--- src/rtl/dram_mux_pkg.sv ---
package dram_mux_pkg;

    typedef enum logic [2:0] {
        PH_IDLE,
        PH_ROW_SETUP,
        PH_ROW,
        PH_COL_SETUP,
        PH_COL,
        PH_WRITE_BACK,
        PH_PRECHARGE
    } phase_e;

endpackage

--- src/rtl/dram_phase_timer.sv ---
module dram_phase_timer #(
    parameter int CNT_W = 4
) (
    input  logic             clk,
    input  logic             rst_n,
    input  logic             load_i,
    input  logic [CNT_W-1:0] len_i,
    output logic             last_o
);
    logic [CNT_W-1:0] cnt_d, cnt_q;

    always_comb begin
        cnt_d = cnt_q;
        if (load_i)
            cnt_d = len_i - CNT_W'(1);
        else if (cnt_q != '0)
            cnt_d = cnt_q - CNT_W'(1);
    end

    always_ff @(posedge clk or negedge rst_n) begin
        if (!rst_n) cnt_q <= '0;
        else        cnt_q <= cnt_d;
    end

    assign last_o = (cnt_q == '0);

    // a loaded phase never ends in the clock right after the load unless its length is one
    a_r5_load_len: assert property (@(posedge clk) disable iff (!rst_n)
        (load_i && len_i > CNT_W'(1)) |=> !last_o);

endmodule

--- src/rtl/dram_addr_sel.sv ---
module dram_addr_sel #(
    parameter int PIN_W = 8,
    localparam int ADDR_W = 2 * PIN_W
) (
    input  logic [ADDR_W-1:0] addr_i,
    input  logic              col_sel_i,
    output logic [PIN_W-1:0]  pins_o
);
    always_comb begin
        if (col_sel_i) pins_o = addr_i[PIN_W-1:0];
        else           pins_o = addr_i[ADDR_W-1:PIN_W];
    end
endmodule

--- src/rtl/dram_mux_ctrl.sv ---
module dram_mux_ctrl
    import dram_mux_pkg::*;
#(
    parameter int PIN_W = 8,
    parameter int T_RAS = 2,
    parameter int T_CAS = 2,
    parameter int T_PRE = 1,
    localparam int ADDR_W = 2 * PIN_W,
    localparam int MAX_PH = (T_RAS > T_CAS) ? ((T_RAS > T_PRE) ? T_RAS : T_PRE)
                                            : ((T_CAS > T_PRE) ? T_CAS : T_PRE),
    localparam int CNT_W = $clog2(MAX_PH + 1)
) (
    input  logic              clk,
    input  logic              rst_n,
    input  logic              req_i,
    input  logic              we_i,
    input  logic [ADDR_W-1:0] addr_i,
    input  logic              wdata_i,
    output logic              busy_o,
    output logic              done_o,
    output logic              rdata_o,
    output logic [PIN_W-1:0]  dram_addr_o,
    output logic              dram_ras_n_o,
    output logic              dram_cas_n_o,
    output logic              dram_we_n_o,
    output logic              dram_din_o,
    input  logic              dram_dout_i
);
    typedef struct packed {
        phase_e            ph;
        logic [ADDR_W-1:0] addr;
        logic              wr;
        logic              wd;
        logic              col_sel;
        logic              ras_n;
        logic              cas_n;
        logic              we_n;
        logic              din;
        logic              rdata;
        logic              done;
    } ctrl_t;

    ctrl_t            st_d, st_q;
    logic             tmr_load;
    logic [CNT_W-1:0] tmr_len;
    logic             tmr_last;

    dram_phase_timer #(.CNT_W(CNT_W)) u_timer (
        .clk    (clk),
        .rst_n  (rst_n),
        .load_i (tmr_load),
        .len_i  (tmr_len),
        .last_o (tmr_last)
    );

    dram_addr_sel #(.PIN_W(PIN_W)) u_addr_sel (
        .addr_i    (st_q.addr),
        .col_sel_i (st_q.col_sel),
        .pins_o    (dram_addr_o)
    );

    always_comb begin
        st_d      = st_q;
        st_d.done = 1'b0;
        tmr_load  = 1'b0;
        tmr_len   = CNT_W'(1);
        unique case (st_q.ph)
            PH_IDLE: begin
                if (req_i) begin
                    st_d.ph   = PH_ROW_SETUP;
                    st_d.addr = addr_i;
                    st_d.wr   = we_i;
                    st_d.wd   = wdata_i;
                end
            end
            PH_ROW_SETUP: begin
                st_d.ph  = PH_ROW;
                tmr_load = 1'b1;
                tmr_len  = CNT_W'(T_RAS);
            end
            PH_ROW: begin
                if (tmr_last) st_d.ph = PH_COL_SETUP;
            end
            PH_COL_SETUP: begin
                st_d.ph  = PH_COL;
                tmr_load = 1'b1;
                tmr_len  = CNT_W'(T_CAS);
            end
            PH_COL: begin
                if (tmr_last) begin
                    tmr_load = 1'b1;
                    if (st_q.wr) begin
                        st_d.ph = PH_WRITE_BACK;
                        tmr_len = CNT_W'(T_CAS);
                    end else begin
                        st_d.ph    = PH_PRECHARGE;
                        st_d.rdata = dram_dout_i;
                        tmr_len    = CNT_W'(T_PRE);
                    end
                end
            end
            PH_WRITE_BACK: begin
                if (tmr_last) begin
                    st_d.ph  = PH_PRECHARGE;
                    tmr_load = 1'b1;
                    tmr_len  = CNT_W'(T_PRE);
                end
            end
            PH_PRECHARGE: begin
                if (tmr_last) begin
                    st_d.ph   = PH_IDLE;
                    st_d.done = 1'b1;
                end
            end
            default: st_d.ph = PH_IDLE;
        endcase

        // pin levels follow the phase being entered, so every pin leaves a flop
        st_d.ras_n   = !(st_d.ph inside {PH_ROW, PH_COL_SETUP, PH_COL});
        st_d.cas_n   = !(st_d.ph inside {PH_COL, PH_WRITE_BACK});
        st_d.we_n    = !(st_d.wr && (st_d.ph inside {PH_COL_SETUP, PH_COL, PH_WRITE_BACK}));
        st_d.col_sel = st_d.ph inside {PH_COL_SETUP, PH_COL, PH_WRITE_BACK, PH_PRECHARGE};
        st_d.din     = st_d.wr && st_d.wd && (st_d.ph inside {PH_COL_SETUP, PH_COL, PH_WRITE_BACK});
    end

    always_ff @(posedge clk or negedge rst_n) begin
        if (!rst_n) begin
            st_q       <= '0;
            st_q.ph    <= PH_IDLE;
            st_q.ras_n <= 1'b1;
            st_q.cas_n <= 1'b1;
            st_q.we_n  <= 1'b1;
        end else begin
            st_q <= st_d;
        end
    end

    assign busy_o       = (st_q.ph != PH_IDLE);
    assign done_o       = st_q.done;
    assign rdata_o      = st_q.rdata;
    assign dram_ras_n_o = st_q.ras_n;
    assign dram_cas_n_o = st_q.cas_n;
    assign dram_we_n_o  = st_q.we_n;
    assign dram_din_o   = st_q.din;

    // address pins unchanged on the edge where a strobe falls
    a_r2_row_addr_stable: assert property (@(posedge clk) disable iff (!rst_n)
        $fell(dram_ras_n_o) |-> $stable(dram_addr_o));
    a_r2_col_addr_stable: assert property (@(posedge clk) disable iff (!rst_n)
        $fell(dram_cas_n_o) |-> $stable(dram_addr_o));
    // column strobe only falls inside an open row
    a_r3_cas_in_row: assert property (@(posedge clk) disable iff (!rst_n)
        $fell(dram_cas_n_o) |-> !dram_ras_n_o);
    // write strobe falls after the row opens and before the column strobe
    a_r4_we_order: assert property (@(posedge clk) disable iff (!rst_n)
        $fell(dram_we_n_o) |-> (!dram_ras_n_o && dram_cas_n_o));
    // column strobe never outlives a closed row in the wrong order
    a_r4_cas_rise_last: assert property (@(posedge clk) disable iff (!rst_n)
        $rose(dram_cas_n_o) |-> dram_ras_n_o);
    // at least one clock of precharge after the row closes
    a_r6_precharge: assert property (@(posedge clk) disable iff (!rst_n)
        $rose(dram_ras_n_o) |=> dram_ras_n_o);
    // busy only starts from a request, done lasts one clock and ends busy
    a_r7_busy_from_req: assert property (@(posedge clk) disable iff (!rst_n)
        $rose(busy_o) |-> $past(req_i));
    a_r7_done_pulse: assert property (@(posedge clk) disable iff (!rst_n)
        done_o |=> !done_o);
    a_r7_done_ends_busy: assert property (@(posedge clk) disable iff (!rst_n)
        done_o |-> ($past(busy_o) && !busy_o));

endmodule

--- config.mk ---
export PLATFORM = sky130hd
export DESIGN_NAME = dram_mux_ctrl
export DESIGN_NICKNAME = d
export VERILOG_FILES = /design/src/rtl/dram_mux_pkg.sv /design/src/rtl/dram_phase_timer.sv /design/src/rtl/dram_addr_sel.sv /design/src/rtl/dram_mux_ctrl.sv
export SDC_FILE = /design/constraint.sdc
export NUM_CORES = 1
export LEC_CHECK = 0
export ABC_CLOCK_PERIOD_IN_PS = 1700
export CAP_MARGIN = 0
export CORE_UTILIZATION = 61
export CTS_BUF_LIST = sky130_fd_sc_hd__clkbuf_8
export DETAILED_ROUTE_END_ITERATION = 8
export DONT_BUFFER_PORTS = 1
export GPL_TIMING_DRIVEN = 0
export MAX_ROUTING_LAYER = met4
export PLACE_DENSITY = 0.82
export SLEW_MARGIN = 25
export SYNTH_ARGS = -nofsm -noshare
export SYNTH_HDL_FRONTEND = slang
export SYNTH_SLANG_ARGS = --single-unit
export TNS_END_PERCENT = 20
--- constraint.sdc ---
create_clock -name clk -period 1.7 [get_ports clk]
set_input_delay 0.17 -clock clk [delete_from_list [all_inputs] [get_ports clk]]
set_output_delay 0.17 -clock clk [all_outputs]
set_load 0.1 [all_outputs]
==> results.md, run 1 <==
- The run finished with clean final reports.
- The post-synthesis net count is 123.
- The capture point of the critical path is rdata_o.
- The worst setup path is launched from a register.
- The repair_antennas step left the layout with diodes totalling 0.
- The remaining routing DRC violations is 0.
- The total global routing track utilization is 23.68%.
- The count of different cell masters after synthesis is 29.
- The number of cells on the worst reg-to-reg path is 4.
- The most common cell in the synthesized netlist is sky130_fd_sc_hd__dfrtp_1.
- The floorplan row count is 16.
- The share of final-layout standard cells stronger than drive strength 1 is 23.64%.
- The worst register-to-register path ends at rdata_o.
- The clock tree from TritonCTS is yes.
- The routed design has 2.276 mm of wire.
- The worst hold slack is 0.02416 ns.
- For met1 alone, demand over resource in global routing was 27.96%.
- The normalized max-slew margin is 40.93%.
- Counting both buffers and inverters, the worst setup path holds a total of 1.
- For this run, the top clock speed supported by timing is 615.9 MHz.
- The synthesized instance count is 101.
- After layout, the worst path uses 95.51% of the clock period.
- The cell family contributing the most delay on the critical path is simple AND/OR/NAND/NOR gates.
- The tree is rooted in a sky130_fd_sc_hd__clkbuf_8.
- The sum of overflow across all layers after global routing is 0.
- Of all nets on the critical path, the largest fanout is 10.
- The flop-to-flop setup slack is 0.08 ns.
- The first routing iteration left 13 violations.
- The number of synthesized flops with an enable pin is 0.
- The share of flip-flops with an asynchronous set or reset is 100.0%.
- At the end of routability-driven placement, the weighted congestion stood at 0.7610.
- The filler cell count in the final layout is 124.
- Counting every sink on the clock net gives 30.
- Once detail routing completed, the nets flagged for antenna violations numbered 0.
- The critical path crosses 4 cells after its start point.
- Clock-pin slew was measured on the worst setup and hold paths at 0.06 ns.
- The area added between synthesis and finish is 11.33%.
- The most critical setup path has its startpoint at st_q[27].
- The critical path class is register to register.
- The first detailed-routing pass ran for 4 iterations.
- The die is 48.61 um tall.
- The area enclosed by the die boundary is 2362 um^2.
- After the last flow step, the layout net total stands at 131.
- For the worst setup path, the data arrival time is 1.78 ns.
- The area share of the largest cell type after synthesis is 50.99%.
- The worst hold path belongs to the class input port to register.
- After floorplanning, the core was sized to cover 2002 um^2.
- The library cell occupying the most area in the post-synthesis netlist is sky130_fd_sc_hd__dfrtp_1.
- For this run, the register share of the synthesized area comes to 56.94%.
- The area of all sequential standard cells is 754.5 um^2.
- The fraction of met3 tracks used by global routing is 8.805%.
- Across the routed clock network, the largest skew measured is 0.004037 ns.
- The first global-routing pass estimated 3.857 mm of wire.
- The initial cell density of the core is 66.19%.
- In the final routed layout, each cell accounts on average for 16.61 um.
- During synthesis, Yosys emitted a total of 0 warnings.
- The number of max-capacitance violations reported is 0.
- Walking the worst path, the cells encountered are buf_4, or3b_1, nor4_2, mux2_1.
- The per-cell via count in the routed design is 5.942.
- Global routing used 34.95% of the available met2 tracks.
- The cell type of the slowest stage on the worst timing path is sky130_fd_sc_hd__or3b_1.
- Port buffering added 0 buffers.
- The mapped netlist covers 1325 um^2.
- The final number of max-transition violations is 0.
- The footprint of the multi-input gates is 548.0 um^2.
- Setup repair after global routing left no endpoint under its margin.
- The final number of setup-violating endpoints is 0.
- The most used flip-flop cell after synthesis is sky130_fd_sc_hd__dfrtp_1.
- The initial antenna violation count is 0.
- The die is 48.61 um wide.
- The maximum number of pins on one net before global-route repair is 31.
- The total count of hold-check failures in the final report is 0.
- On the worst path, the slowest cell contributes a delay of 0.42 ns.
- The worst path in the final design needs a cycle of 1.624 ns, including I/O delays and setup.
- The required time at the worst-slack endpoint is 1.86 ns.
- In the post-route analysis, the smallest setup slack over all paths is 0.07635 ns.
- The register bit total from synthesis is 30.
- The via count is 814.
- The transition time of the tightest slew-check pin is 0.8861 ns.
- Counting instances in the post-synthesis netlist gives the leading cell types as 27 x sky130_fd_sc_hd__dfrtp_1, 26 x sky130_fd_sc_hd__mux2_1, 6 x sky130_fd_sc_hd__o21ai_1, 4 x sky130_fd_sc_hd__nand2b_1.
- The later pin in the worst-skew pair is clocked with a latency of 0.27 ns.
- The via count of the first global-routing pass is 798.
- The maximum level of the CTS H-tree is 2.
- In this run the critical register-to-register path is launched from st_q[27].
- The busiest metal layer after global routing is met2.
- The synthesized area per cell is 13.12 um^2.
- Detailed placement ended at an HPWL of 1.555 mm.
- The worst-case setup slack after placement is -0.007439 ns.
- During I/O placement, the number of pins put on the boundary was 37.
- The CTS buffer count is 5.
- The maximum root-to-sink buffer count is 2.
- STA classifies the critical path endpoint as a register.
- By area the synthesized netlist is led by sky130_fd_sc_hd__dfrtp_1 51%, sky130_fd_sc_hd__mux2_1 22%, sky130_fd_sc_hd__dfstp_2 5.9%.
==> registers in the layout, summed over array words and instances, names as in the netlist <==
register	flops
done_o	1
rdata_o	1
dram_cas_n_o	1
dram_we_n_o	1
u_timer.cnt_q	2
dram_ras_n_o	1
st_q	22
dram_din_o	1
==> worst min path at each step <==
stage	from	endpoint	slack, ns	cells past startpoint
floorplan	rst_n	done_o	-0.13	0
global placement	rst_n	st_q[17]	-0.12	0
detailed placement	rst_n	st_q[17]	-0.12	0
CTS	addr_i[3]	st_q[12]	0.02	1
global route	dram_dout_i	rdata_o	0.02	1
finish	addr_i[3]	st_q[12]	0.02	1
==> kinds of logic after synthesis <==
logic type | Yosys count | synth area share (%)
AND/OR/NAND/NOR | 19 | 9.253
buffers and inverters | 7 | 2.455
flip-flops | 30 | 56.94
XOR/XNOR | 1 | 0.6611
multiplexers | 27 | 22.95
AO/OA/AOI/OAI | 17 | 7.743
==> stage by stage <==
stage | util (%) | area, um^2 | TNS [ns] | instances
floorplan | - | 1325 | 0 | 101
CTS | 73.56 | 1473 | 0 | 137
global placement | 67.88 | 1359 | 0 | 128
global route | 73.69 | 1475 | 0 | 137
detailed placement | 67.88 | 1359 | -0.007439 | 128
finish | 73.69 | 1475 | 0 | 137
==> layout by cell type (no fill, tap or decap), drive strengths merged <==
| cell type | instances |
|---|---|
| a21oi | 3 |
| a22o | 1 |
| a2bb2oi | 1 |
| a31oi | 1 |
| and3 | 1 |
| buf | 5 |
| clkbuf | 6 |
| dfrtp | 27 |
| dfstp | 3 |
| dlygate4sd3 | 1 |
| inv | 4 |
| mux2 | 27 |
| nand2 | 3 |
| nand2b | 4 |
| nand3 | 1 |
| nand3b | 1 |
| nor2 | 3 |
| nor2b | 2 |
| nor3b | 1 |
| nor4 | 1 |
| nor4b | 1 |
| o211a | 1 |
| o21ai | 9 |
| o31a | 1 |
| or3b | 1 |
| xnor2 | 1 |
==> layout make-up <==
cell class	count	area share (%)
clock buffer	5	4.665
multi-input combinational	64	37.15
clock inverter	3	0.7634
inverter	1	0.2545
buffer	5	1.696
sequential	30	51.15
timing repair buffer	2	2.036
tap	27	2.290
==> layer usage <==
| metal | wire [um] | up-vias |
|---|---|---|
| met5 | 0 | - |
| met4 | 61 | 0 |
| met3 | 128 | 9 |
| met2 | 1075 | 27 |
| met1 | 1011 | 397 |
| li1 | - | 381 |
==> what timing repair did <==
| action | CTS | global route |
|---|---|---|
| buffers inserted | 0 | 0 |
| gates resized for setup | 10 | 1 |
| setup endpoints to repair | 9 | 1 |
| gates cloned | 0 | 0 |
| endpoints found under the hold margin | 30 | 0 |
| hold buffers | 2 | 0 |
Power of run 1 is left out: the tool's default activity adds up to more than one toggle a clock period on the data nets, which glitch-free logic cannot reach.
==> run 2: changes to the inputs <==
Settings changed: ABC_AREA set to 1.
==> run 2 against run 1 <==
The run now ends with design-rule violations left. Clock skew down 0.0016 ns. Wire length up 26%. Critical path type is now register to primary output. Maximum frequency fell by 0.53%.
==> results.md, run 2 <==
- The share of flip-flops with an asynchronous set or reset is 100.0% (unchanged).
- The buffer cell driving the clock tree root is sky130_fd_sc_hd__clkbuf_8 (unchanged).
- The number of cells on the worst reg-to-reg path is 6 (was 4).
- The portion of the clock cycle consumed by the worst path in the final layout is 96.02% (was 95.51%).
- The number of warnings reported in the yosys synthesis log is 0 (unchanged).
- The maximum clock frequency is 612.6 MHz (was 615.9 MHz).
- The clock insertion delay at the later pin of the skew report is 0.27 ns (about the same).
- The area of the mapped netlist is 1430 um^2 (was 1325 um^2).
- The I/O pin count is 37 (unchanged).
- The number of synthesized flops with an enable pin is 0 (unchanged).
- The source of the critical timing path is st_q[6] (was st_q[27]).
- Commonest cells post-synth: 54 x sky130_fd_sc_hd__nand2_1, 27 x sky130_fd_sc_hd__dfrtp_1, 14 x sky130_fd_sc_hd__inv_1, 11 x sky130_fd_sc_hd__nor2_1 (was 27 x sky130_fd_sc_hd__dfrtp_1, 26 x sky130_fd_sc_hd__mux2_1, 6 x sky130_fd_sc_hd__o21ai_1, 4 x sky130_fd_sc_hd__nand2b_1).
- The area enclosed by the die boundary is 2542 um^2 (was 2362 um^2).
- The type of the worst min-delay path is input port to register (unchanged).
- The synthesized instance count is 165 (was 101).
- The post-synthesis net count is 187 (was 123).
- Result of the run: complete, but fails checks (was completed).
- The first-pass iteration count of the detailed router was 9 (was 4).
- The normalized max-slew margin came to 40.47% (was 40.93%).
- The most used flip-flop cell after synthesis is sky130_fd_sc_hd__dfrtp_1 (unchanged).
- The clock transition time at the flip-flop clock pins of the worst setup and hold paths is 0.06 ns (about the same).
- The maximum number of pins on one net before global-route repair is 31 (unchanged).
- The type of destination of the critical path is a primary output (was register).
- The remaining routing DRC violations is 2 (was 0).
- The number of sinks handled by clock tree synthesis is 30 (unchanged).
- Commonest non-fill, non-tap cells in the layout: 53 x sky130_fd_sc_hd__nand2_1, 26 x sky130_fd_sc_hd__dfrtp_1, 15 x sky130_fd_sc_hd__inv_1 (was 27 x sky130_fd_sc_hd__dfrtp_1, 18 x sky130_fd_sc_hd__mux2_1, 9 x sky130_fd_sc_hd__mux2_2).
- Setup repair after global routing missed its margin: no (unchanged).
- The required time at the worst-slack endpoint is 1.53 ns (was 1.86 ns).
- The final reports fail on design-rule violations.
- Largest registers: st_q (22), u_timer.cnt_q (2) (unchanged).
- The critical path class was register to primary output (was register to register).
- The count of buffers from port buffering is 0 (unchanged).
- The maximum root-to-sink buffer count is 2 (unchanged).
- The most common cell after layout, fill and taps aside is sky130_fd_sc_hd__nand2_1 (was sky130_fd_sc_hd__dfrtp_1).
- The number of max-capacitance violations reported came to 0 (unchanged).
- The total count of hold-check failures in the final report is 0 (unchanged).
- The largest fanout of any net on the critical path came to 10 (unchanged).
- The area added between synthesis and finish was 21.61% (was 11.33%).
- The area of the core is 2212 um^2 (was 2002 um^2).
- The per-cell routed wire length came to 13.75 um (was 16.61 um).
- The final weighted congestion in routability-driven placement was 0.8235 (was 0.7610).
- The per-cell via count in the routed design is 5.368 (was 5.942).
- The width of the chip is 50.42 um (was 48.61 um).
- The final number of max-transition violations is 0 (unchanged).
- The final net count came to 202 (was 131).
- The count of different cell masters after synthesis is 26 (was 29).
- The floorplan row count is 17 (was 16).
- The final number of setup-violating endpoints is 0 (unchanged).
- The register bank with the most flops was st_q (unchanged).
- The initial antenna violation count is 0 (unchanged).
- The detailed router's first-iteration violation count was 29 (was 13).
- The share of final-layout standard cells stronger than drive strength 1 is 29.83% (was 23.64%).
- The wire length of the first global-routing pass is 4.761 mm (was 3.857 mm).
- The final wirelength came to 2.874 mm (was 2.276 mm).
- The instance count after placement with tap cells included came to 193 (was 128).
- The CTS buffer count came to 5 (unchanged).
- The number of non-filler instances in the completed layout is 209 (was 137).
- The total global routing track utilization was 27.16% (was 23.68%).
- The most common cell in the synthesized netlist was sky130_fd_sc_hd__nand2_1 (was sky130_fd_sc_hd__dfrtp_1).
- The capture instance of the worst register-to-register path is st_q[22] (was rdata_o).
- The height of the die is 50.42 um (was 48.61 um).
- The area share of the largest cell type after synthesis is 47.24% (was 50.99%).
- The final clock skew was 0.002414 ns (was 0.004037 ns).
- The via count is 1122 (was 814).
- The synthesized area per cell is 8.667 um^2 (was 13.12 um^2).
- The library cell occupying the most area in the post-synthesis netlist is sky130_fd_sc_hd__dfrtp_1 (unchanged).
- The transition time of the tightest slew-check pin was 0.8929 ns (was 0.8861 ns).
- The register bit total from synthesis is 30 (unchanged).
- Synth top area cells: sky130_fd_sc_hd__dfrtp_1 47%, sky130_fd_sc_hd__nand2_1 14%, sky130_fd_sc_hd__dfstp_2 5.5% (was sky130_fd_sc_hd__dfrtp_1 51%, sky130_fd_sc_hd__mux2_1 22%, sky130_fd_sc_hd__dfstp_2 5.9%).
- The count of inserted antenna diode cells is 0 (unchanged).
- The initial cell density of the core is 64.65% (was 66.19%).
- The part of the Yosys area used for sequential elements came to 52.76% (was 56.94%).
- The launch instance of the worst register-to-register path is st_q[26] (was st_q[27]).
- The flop-to-flop setup slack is 0.37 ns (was 0.08 ns).
- The HPWL after detailed placement is 1.908 mm (was 1.555 mm).
- The critical path data arrival time is 1.46 ns (was 1.78 ns).
- The shortest clock period the worst path allows after layout came to 1.632 ns (was 1.624 ns).
- The launching element type of the critical path is a register (unchanged).
- The flip-flop count of the largest register after layout is 22 (unchanged).
- The hold path startpoint is addr_i[1] (was addr_i[3]).
- The via count of the first global-routing pass is 1097 (was 798).
- The sum of overflow across all layers after global routing is 0 (unchanged).
- The post-route antenna net violation count is 0 (unchanged).
- The worst hold path depth is 2 (was 1).
- The clock tree from TritonCTS is yes (unchanged).
- The maximum level of the CTS H-tree was 2 (unchanged).
- The end of the worst hold path was st_q[10] (was st_q[12]).
## run 2: cell types whose count changed in the layout (fill, tap and decap cells not counted), moves of 3 or more
cell,delta
sky130_fd_sc_hd__nor2_2,+3
sky130_fd_sc_hd__nand2_1,+51
sky130_fd_sc_hd__inv_1,+12
sky130_fd_sc_hd__mux2_1,-18
sky130_fd_sc_hd__nor2_1,+9
sky130_fd_sc_hd__nand2b_1,-4
sky130_fd_sc_hd__o21ai_4,+8
sky130_fd_sc_hd__o21ai_0,-3
sky130_fd_sc_hd__mux2_2,-9
sky130_fd_sc_hd__nand2_2,+7
sky130_fd_sc_hd__buf_4,+3
sky130_fd_sc_hd__dlygate4sd3_1,+4
## run 2: worst max-delay path by stage
stage	end	slack, ns	depth (start not counted)
floorplan	dram_addr_o[5]	-0.47	2
global placement	dram_addr_o[6]	-0.59	2
detailed placement	dram_addr_o[6]	-0.16	2
CTS	dram_addr_o[6]	0.06	2
global route	dram_addr_o[5]	0.02	2
finish	dram_addr_o[5]	0.07	2
## run 2: kinds of logic (layout without fill, tap and decap cells)
kind of cell | Yosys count | in the layout | synth area share [%]
buffers and inverters | 25 | 41 | 8.573
DFF | 30 | 30 | 52.76
and+or+nand+nor | 86 | 86 | 28.61
AOI/OAI and AO/OA | 24 | 24 | 10.06
## run 2: layout make-up
cell class                      count  area (um^2)
Timing Repair Buffer                8        85.08
Clock buffer                        6        82.58
Clock inverter                      2        8.758
Multi-Input combinational cell    110        645.6
Inverter                           19        76.32
Sequential cell                    30        755.7
Fill cell                         146        473.0
Tap cell                           28        35.03
Buffer                              6        50.05
## run 2: metal layers
layer | track usage, % | part of all wire, % | up-vias
li1 | - | - | 545
met1 | 29.26 | 39 | 524
met2 | 47.56 | 53 | 46
met3 | 7.576 | 6.7 | 7
met4 | 9.722 | 1.4 | 0
met5 | - | 0 | -
## run 2: repair_timing
action / 4_1_cts / 5_1_grt
resized for setup: 12 / 0
endpoints found under the hold margin: 34 / 0
endpoints found under the setup margin: 9 / 0
setup buffers: 2 / 0
hold buffers: 6 / 0
## run 2: critical path, cell delays in order, from the launching register on
cell and delay (ns):
sky130_fd_sc_hd__dfrtp_2 0.41, sky130_fd_sc_hd__clkbuf_4 0.20, sky130_fd_sc_hd__o21ai_4 0.57
## run 2: per-stage QoR
| step | setup slack (ns) | cell area (um^2) | hold slack [ns] | TNS, ns | util (%) |
|---|---|---|---|---|---|
| finish | 0.06771 | 1739 | 0.008725 | 0 | 78.62 |
| detailed placement | -0.1594 | 1495 | -0.1251 | -0.3274 | 67.59 |
| floorplan | -0.4678 | 1430 | -0.1256 | -2.485 | - |
| global placement | -0.5908 | 1465 | -0.1251 | -3.104 | 66.23 |
| CTS | 0.06423 | 1739 | 0.002425 | 0 | 78.62 |
| global route | 0.01965 | 1739 | 0.004957 | 0 | 78.62 |
Power of run 2 is left out for the same reason.
